$ cat config.mk
export PLATFORM = sky130hd
export DESIGN_NAME = tmr_chan_top
export DESIGN_NICKNAME = d
export VERILOG_FILES = /design/src/rtl/tmr_chan_pkg.sv /design/src/rtl/tmr_chan_prescale.sv /design/src/rtl/tmr_chan_counter.sv /design/src/rtl/tmr_chan_status.sv /design/src/rtl/tmr_chan_top.sv
export SDC_FILE = /design/constraint.sdc
export NUM_CORES = 1
export LEC_CHECK = 0
export BUFFER_PORTS_ARGS = -buffer_cell sky130_fd_sc_hd__buf_4
export CAP_MARGIN = 20
export CORE_MARGIN = 10
export CORE_UTILIZATION = 55
export CTS_BUF_LIST = sky130_fd_sc_hd__clkbuf_16
export DETAILED_ROUTE_END_ITERATION = 10
export PLACE_DENSITY_LB_ADDON = 0.05
export SYNTH_ARGS = -nofsm -noshare
export SYNTH_HDL_FRONTEND = slang
export SYNTH_SLANG_ARGS = --single-unit
export TNS_END_PERCENT = 30
$ cat constraint.sdc
create_clock -name clk -period 2.3 [get_ports clk]
set_input_delay 0.115 -clock clk [delete_from_list [all_inputs] [get_ports clk]]
set_output_delay 0.115 -clock clk [all_outputs]
set_load 0.05 [all_outputs]
$ cat src/rtl/tmr_chan_pkg.sv
package tmr_chan_pkg;
  localparam int OFF_CTRL = 0;
  localparam int OFF_MODE = 1;
  localparam int OFF_IOC  = 2;
  localparam int OFF_IEN  = 4;
  localparam int OFF_STAT = 5;
  localparam int OFF_CNT  = 6;
  localparam int OFF_CMP  = 8;

  localparam logic [2:0] CLR_ON_CMP = 3'b001;
  localparam logic [7:0] STAT_HI_ONES = 8'hFE;

  typedef struct packed {
    logic [2:0] clr_src;
    logic [1:0] edge_sel;
    logic [2:0] psc;
  } ctrl_t;
endpackage

$ cat src/rtl/tmr_chan_prescale.sv
module tmr_chan_prescale #(
  parameter int PSC_W = 6
) (
  input  logic       clk,
  input  logic       rst_n,
  input  logic       run,
  input  logic [1:0] sel,
  output logic       tick
);
  logic [PSC_W-1:0] pre_q;
  logic [PSC_W-1:0] lim;

  always_comb begin
    case (sel)
      2'd0:    lim = PSC_W'(0);
      2'd1:    lim = PSC_W'(3);
      2'd2:    lim = PSC_W'(15);
      default: lim = PSC_W'(63);
    endcase
  end

  assign tick = run && (pre_q == lim);

  always_ff @(posedge clk or negedge rst_n) begin
    if (!rst_n)      pre_q <= '0;
    else if (!run)   pre_q <= '0;
    else if (tick)   pre_q <= '0;
    else             pre_q <= pre_q + 1'b1;
  end
endmodule

$ cat src/rtl/tmr_chan_counter.sv
module tmr_chan_counter #(
  parameter int W = 16
) (
  input  logic         clk,
  input  logic         rst_n,
  input  logic         tick,
  input  logic         clr_sel,
  input  logic         wr_en,
  input  logic [W-1:0] wr_data,
  input  logic [W-1:0] cmp,
  output logic [W-1:0] cnt,
  output logic         match_set
);
  logic [W-1:0] nxt;

  assign nxt       = (clr_sel && (cnt == cmp)) ? '0 : cnt + 1'b1;
  assign match_set = tick && !wr_en && (nxt == cmp);

  always_ff @(posedge clk or negedge rst_n) begin
    if (!rst_n)     cnt <= '0;
    else if (wr_en) cnt <= wr_data;
    else if (tick)  cnt <= nxt;
  end
endmodule

$ cat src/rtl/tmr_chan_status.sv
module tmr_chan_status (
  input  logic clk,
  input  logic rst_n,
  input  logic set,
  input  logic rd,
  input  logic wr,
  input  logic wbit0,
  output logic flag,
  output logic armed
);
  logic do_clr;

  assign do_clr = wr && armed && !wbit0;

  always_ff @(posedge clk or negedge rst_n) begin
    if (!rst_n) begin
      flag  <= 1'b0;
      armed <= 1'b0;
    end else begin
      if (set)         flag <= 1'b1;
      else if (do_clr) flag <= 1'b0;

      if (do_clr)          armed <= 1'b0;
      else if (rd && flag) armed <= 1'b1;
    end
  end
endmodule

$ cat src/rtl/tmr_chan_top.sv
module tmr_chan_top
  import tmr_chan_pkg::*;
#(
  parameter int CNT_W   = 16,
  parameter int ADDR_W  = 4,
  parameter int START_W = 8,
  parameter int RUN_BIT = 0,
  parameter int PSC_W   = 6
) (
  input  logic              clk,
  input  logic              rst_n,
  input  logic              bus_en,
  input  logic              bus_we,
  input  logic              bus_shared,
  input  logic [ADDR_W-1:0] bus_addr,
  input  logic [CNT_W-1:0]  bus_wdata,
  output logic [CNT_W-1:0]  bus_rdata,
  output logic              irq_o
);
  localparam int BYTE_W = 8;

  ctrl_t              ctrl_q;
  logic [BYTE_W-1:0]  mode_q, ioc_q, ien_q;
  logic [START_W-1:0] start_q;
  logic [CNT_W-1:0]   cmp_q;
  logic [CNT_W-1:0]   cnt;
  logic               wr_any, rd_any, loc;
  logic               run, tick, clr_sel, cnt_wr, match_set;
  logic               stat_rd, stat_wr, flag, armed;
  logic [BYTE_W-1:0]  stat_val;

  assign wr_any  = bus_en && bus_we;
  assign rd_any  = bus_en && !bus_we;
  assign loc     = !bus_shared;
  assign cnt_wr  = wr_any && loc && (bus_addr == ADDR_W'(OFF_CNT));
  assign stat_wr = wr_any && loc && (bus_addr == ADDR_W'(OFF_STAT));
  assign stat_rd = rd_any && loc && (bus_addr == ADDR_W'(OFF_STAT));
  assign run     = start_q[RUN_BIT];
  assign clr_sel = (ctrl_q.clr_src == CLR_ON_CMP);

  always_ff @(posedge clk or negedge rst_n) begin
    if (!rst_n) begin
      ctrl_q  <= '0;
      mode_q  <= '0;
      ioc_q   <= '0;
      ien_q   <= '0;
      cmp_q   <= '0;
      start_q <= '0;
    end else if (wr_any) begin
      if (bus_shared) begin
        start_q <= bus_wdata[START_W-1:0];
      end else begin
        case (int'(bus_addr))
          OFF_CTRL: ctrl_q <= ctrl_t'(bus_wdata[BYTE_W-1:0]);
          OFF_MODE: mode_q <= bus_wdata[BYTE_W-1:0];
          OFF_IOC:  ioc_q  <= bus_wdata[BYTE_W-1:0];
          OFF_IEN:  ien_q  <= bus_wdata[BYTE_W-1:0];
          OFF_CMP:  cmp_q  <= bus_wdata;
          default:  ;
        endcase
      end
    end
  end

  tmr_chan_prescale #(.PSC_W(PSC_W)) u_psc (
    .clk  (clk),
    .rst_n(rst_n),
    .run  (run),
    .sel  (ctrl_q.psc[1:0]),
    .tick (tick)
  );

  tmr_chan_counter #(.W(CNT_W)) u_cnt (
    .clk      (clk),
    .rst_n    (rst_n),
    .tick     (tick),
    .clr_sel  (clr_sel),
    .wr_en    (cnt_wr),
    .wr_data  (bus_wdata),
    .cmp      (cmp_q),
    .cnt      (cnt),
    .match_set(match_set)
  );

  tmr_chan_status u_stat (
    .clk  (clk),
    .rst_n(rst_n),
    .set  (match_set),
    .rd   (stat_rd),
    .wr   (stat_wr),
    .wbit0(bus_wdata[0]),
    .flag (flag),
    .armed(armed)
  );

  assign stat_val = STAT_HI_ONES | {{(BYTE_W-1){1'b0}}, flag};

  always_comb begin
    bus_rdata = '0;
    if (rd_any) begin
      if (bus_shared) begin
        bus_rdata = CNT_W'(start_q);
      end else begin
        case (int'(bus_addr))
          OFF_CTRL: bus_rdata = CNT_W'(ctrl_q);
          OFF_MODE: bus_rdata = CNT_W'(mode_q);
          OFF_IOC:  bus_rdata = CNT_W'(ioc_q);
          OFF_IEN:  bus_rdata = CNT_W'(ien_q);
          OFF_STAT: bus_rdata = CNT_W'(stat_val);
          OFF_CNT:  bus_rdata = cnt;
          OFF_CMP:  bus_rdata = cmp_q;
          default:  bus_rdata = '0;
        endcase
      end
    end
  end

  assign irq_o = flag && ien_q[0];
endmodule

==> results.md <==
* Status: finished, final reports clean
* Remaining global-route overflow at 0
* Htree depth at 3
* Part of the cycle the worst path needs at 1.00
* First-pass GRT wire length at 22900 um
* Routed WL at 14200 um
* RSZ-0062 raised after global routing: true
* Routed Antenna Nets at 0
* Vias in the first global route at 4367
* Worst-Skew Late Latency at 340 ps
* Detailed-route vias per instance at 6.13
* CP peak stage delay at 450 ps
* Top Usage Layer GRT: met2
* IO Port Bufs at 41
* Clock Tree Buf Depth at 2
* Final Hold Viols at 0
* Fin Hold WS at 3.70 ps
* HP Class: input pin to register
* WP data arrival at 2550 ps
* Rel. slew slack at 0.506
* Drt initial violations at 331
* Drt pass-1 iters at 6
* Synth warnings at 0
* EDFF count, synth at 0
* Tmin final at 2300 ps
* Most frequent cells in the layout: buf_4, dfrtp_1, nor2_1
* Crit path max fanout at 5
* Grt met3 use at 0.0443
* Critical path type: register to register
* CP Launch Type: register
* Critical Path End Type: register
* Die extent in x at 115 um
* Layout fillers at 633
* Rows at 34
* Max-slew violations at 0
* Die area at 13200 um^2
* Area used by multi-input combinational logic at 2910 um^2
* Initial Util at 0.567
* Clk sinks at 80
* CORE AREA at 8720 um^2
* Total number of vias at 4423
* Largest delay share family, worst path: compound AO/OA/AOI/OAI gates
* Unique cell type count in the Yosys netlist at 54
* Met2 usage at 0.333
* Synth Flop Type: dfrtp_1
* CP Buf/Inv Count at 0
* Most common cell after layout, fill and taps aside: buf_4
* DPL Wire Length at 10500 um
* Post-DP Area at 5790 um^2
* #FFs+latches synth at 80
* Ant diodes at 0
* Static leakage at 2.70 nW
* Share of layout cells above drive strength 1 at 0.345
* Initial antenna violation count at 0
* Area grow syn2layout at 26.4%
* CP Cell Sequence: xnor2_1 -> nand3_1 -> nor3_2 -> nand2_1 -> a211oi_2 -> o221ai_2 -> o31ai_2
* Cell Pwr Density at 903 nW/um^2
* Pin count of the biggest net entering global routing at 45
* Gpl congestion at 0.964
* Fin area at 6250 um^2
* Endpoints failing setup at 0
* Nets at 636
* Crit-path slowest cell: dfrtp_1
* Fmax at 0.435 GHz
* Fin util at 0.717
* Syn nets at 546
* Routed len/inst at 19.7 um
* Clock Root Buffer: clkbuf_16
* Die Y at 115 um
* Syn Area/Cell at 9.53 um^2
* Post-synth ARST share at 1.00
* Total power at 5.64 mW
* Post-synthesis sequential area ratio at 0.405
* Drc violations at 0
* Clock slew at reported path FFs at 70 ps
* Setup_tns at 0 ps
* Num CTS Buffers at 9
* Peak supply drop at 0.561 mV
* GR Util All Layers at 0.216
* Synthesized cell area at 4940 um^2
* I/O pin cnt at 42
* Worst-margin pin slew at 739 ps
* CTS tree: built
* Required time of the critical path at 2550 ps
* Post-Syn Instances at 519
* Max Cap Violations at 0
* Skew final at 10.1 ps
* M1 GR Usage at 0.308
* Register Area at 2010 um^2
cells in the mapped netlist, types with 4 or more instances:
| cell type | count | share of area |
|---|---|---|
| dfrtp_1 | 80 | 0.40 |
| nor2_1 | 55 | 0.042 |
| mux2_2 | 50 | 0.11 |
| nand2_1 | 39 | 0.030 |
| a21oi_1 | 28 | 0.028 |
| o21ai_0 | 28 | 0.028 |
| xnor2_1 | 26 | 0.046 |
| clkbuf_1 | 21 | 0.016 |
| nor3_1 | 17 | 0.017 |
| a22oi_1 | 15 | 0.023 |
| nand3_1 | 13 | 0.013 |
| a31oi_1 | 10 | 0.013 |
| buf_2 | 10 | 0.010 |
| xor2_1 | 10 | 0.018 |
| mux2i_1 | 9 | 0.018 |
| and2_1 | 8 | 0.010 |
| nand3b_1 | 8 | 0.012 |
| and3_1 | 7 | 0.0089 |
| nand4_1 | 7 | 0.0089 |
| nor2b_1 | 6 | 0.0076 |
| inv_1 | 5 | 0.0038 |
| nor4_1 | 5 | 0.0063 |
| nor3b_1 | 4 | 0.0061 |
| o311a_1 | 4 | 0.0081 |
stage by stage:
| step | setup slack (ps) | cells |
|---|---|---|
| final | 0.305 | 722 |
| after global routing | -123 | 722 |
| after CTS | 28.3 | 722 |
| after detailed placement | -132 | 706 |
| after global placement | -54.2 | 706 |
| after floorplan | -237 | 519 |
state kept, by name, indices dropped and copies added, names as in the netlist:
| name | cells |
|---|---|
| u_stat.flag | 1 |
| mode_q | 8 |
| u_psc.pre_q | 6 |
| ioc_q | 8 |
| start_q | 8 |
| u_stat.armed | 1 |
| cmp_q | 16 |
| u_cnt.cnt | 16 |
| ctrl_q | 8 |
| ien_q | 8 |
worst paths after layout:
| path | slack [ps] | start | depth (start not counted) | end |
|---|---|---|---|---|
| worst max-delay path | 0.3 | u_cnt.cnt[7]$_DFFE_PN0P_ | 7 | u_stat.flag$_DFFE_PN0P_ |
| max in group asynchronous | 1340 | rst_n | 3 | u_cnt.cnt[5]$_DFFE_PN0P_ |
| min in group asynchronous | 330 | rst_n | 2 | u_cnt.cnt[12]$_DFFE_PN0P_ |
| worst min register to register | 490 | mode_q[0]$_DFFE_PN0P_ | 2 | mode_q[0]$_DFFE_PN0P_ |
| worst max register to register | 0.3 | u_cnt.cnt[7]$_DFFE_PN0P_ | 7 | u_stat.flag$_DFFE_PN0P_ |
| worst min-delay path | 4 | bus_wdata[9] | 3 | cmp_q[9]$_DFFE_PN0P_ |
cells by family (layout without fill, tap and decap cells):
logic type	count (synthesis)	count (layout)	share of synthesized area
multiplexers	59	59	0.132
AND/OR/NAND/NOR	191	191	0.208
flip-flops	80	80	0.405
buffers and inverters	39	134	0.0352
XOR/XNOR	38	38	0.0729
AO/OA/AOI/OAI	110	110	0.142
adder cells (fa/ha/maj)	2	2	0.00506
where the power goes:
group          internal (mW)  switching, mW  total [mW]
Combinational           1.06           1.12        2.18
Clock                  0.865          0.654        1.52
Sequential              1.67          0.270        1.94
Total                   3.60           2.04        5.64
per-layer routing:
metal | vias to the layer above | wire (um)
li1 | 2059 | -
met1 | 2190 | 6510
met2 | 158 | 6540
met3 | 16 | 1020
met4 | 0 | 133
met5 | - | 0
worst min-delay path: stages:
cell and delay (ps):
buf_4 90, nand2_1 40, o21ai_0 60
timing repair:
action                     in CTS  in global routing
hold endpoints to repair       43                  0
pin swaps                       6                  6
hold buffers                    1                  0
resized for setup              17                 18
setup endpoints to repair      14                  5
buffers inserted                0                  0
gates cloned                    0                  0
final cells by class:
class                           instances  area share
Inverter                                5     0.00300
Clock inverter                          7      0.0142
Sequential cell                        80       0.321
Clock buffer                            9      0.0360
Timing Repair Buffer                  113       0.138
Tap cell                              108      0.0216
Multi-Input combinational cell        400       0.466
(Power assumes the default switching activity.)
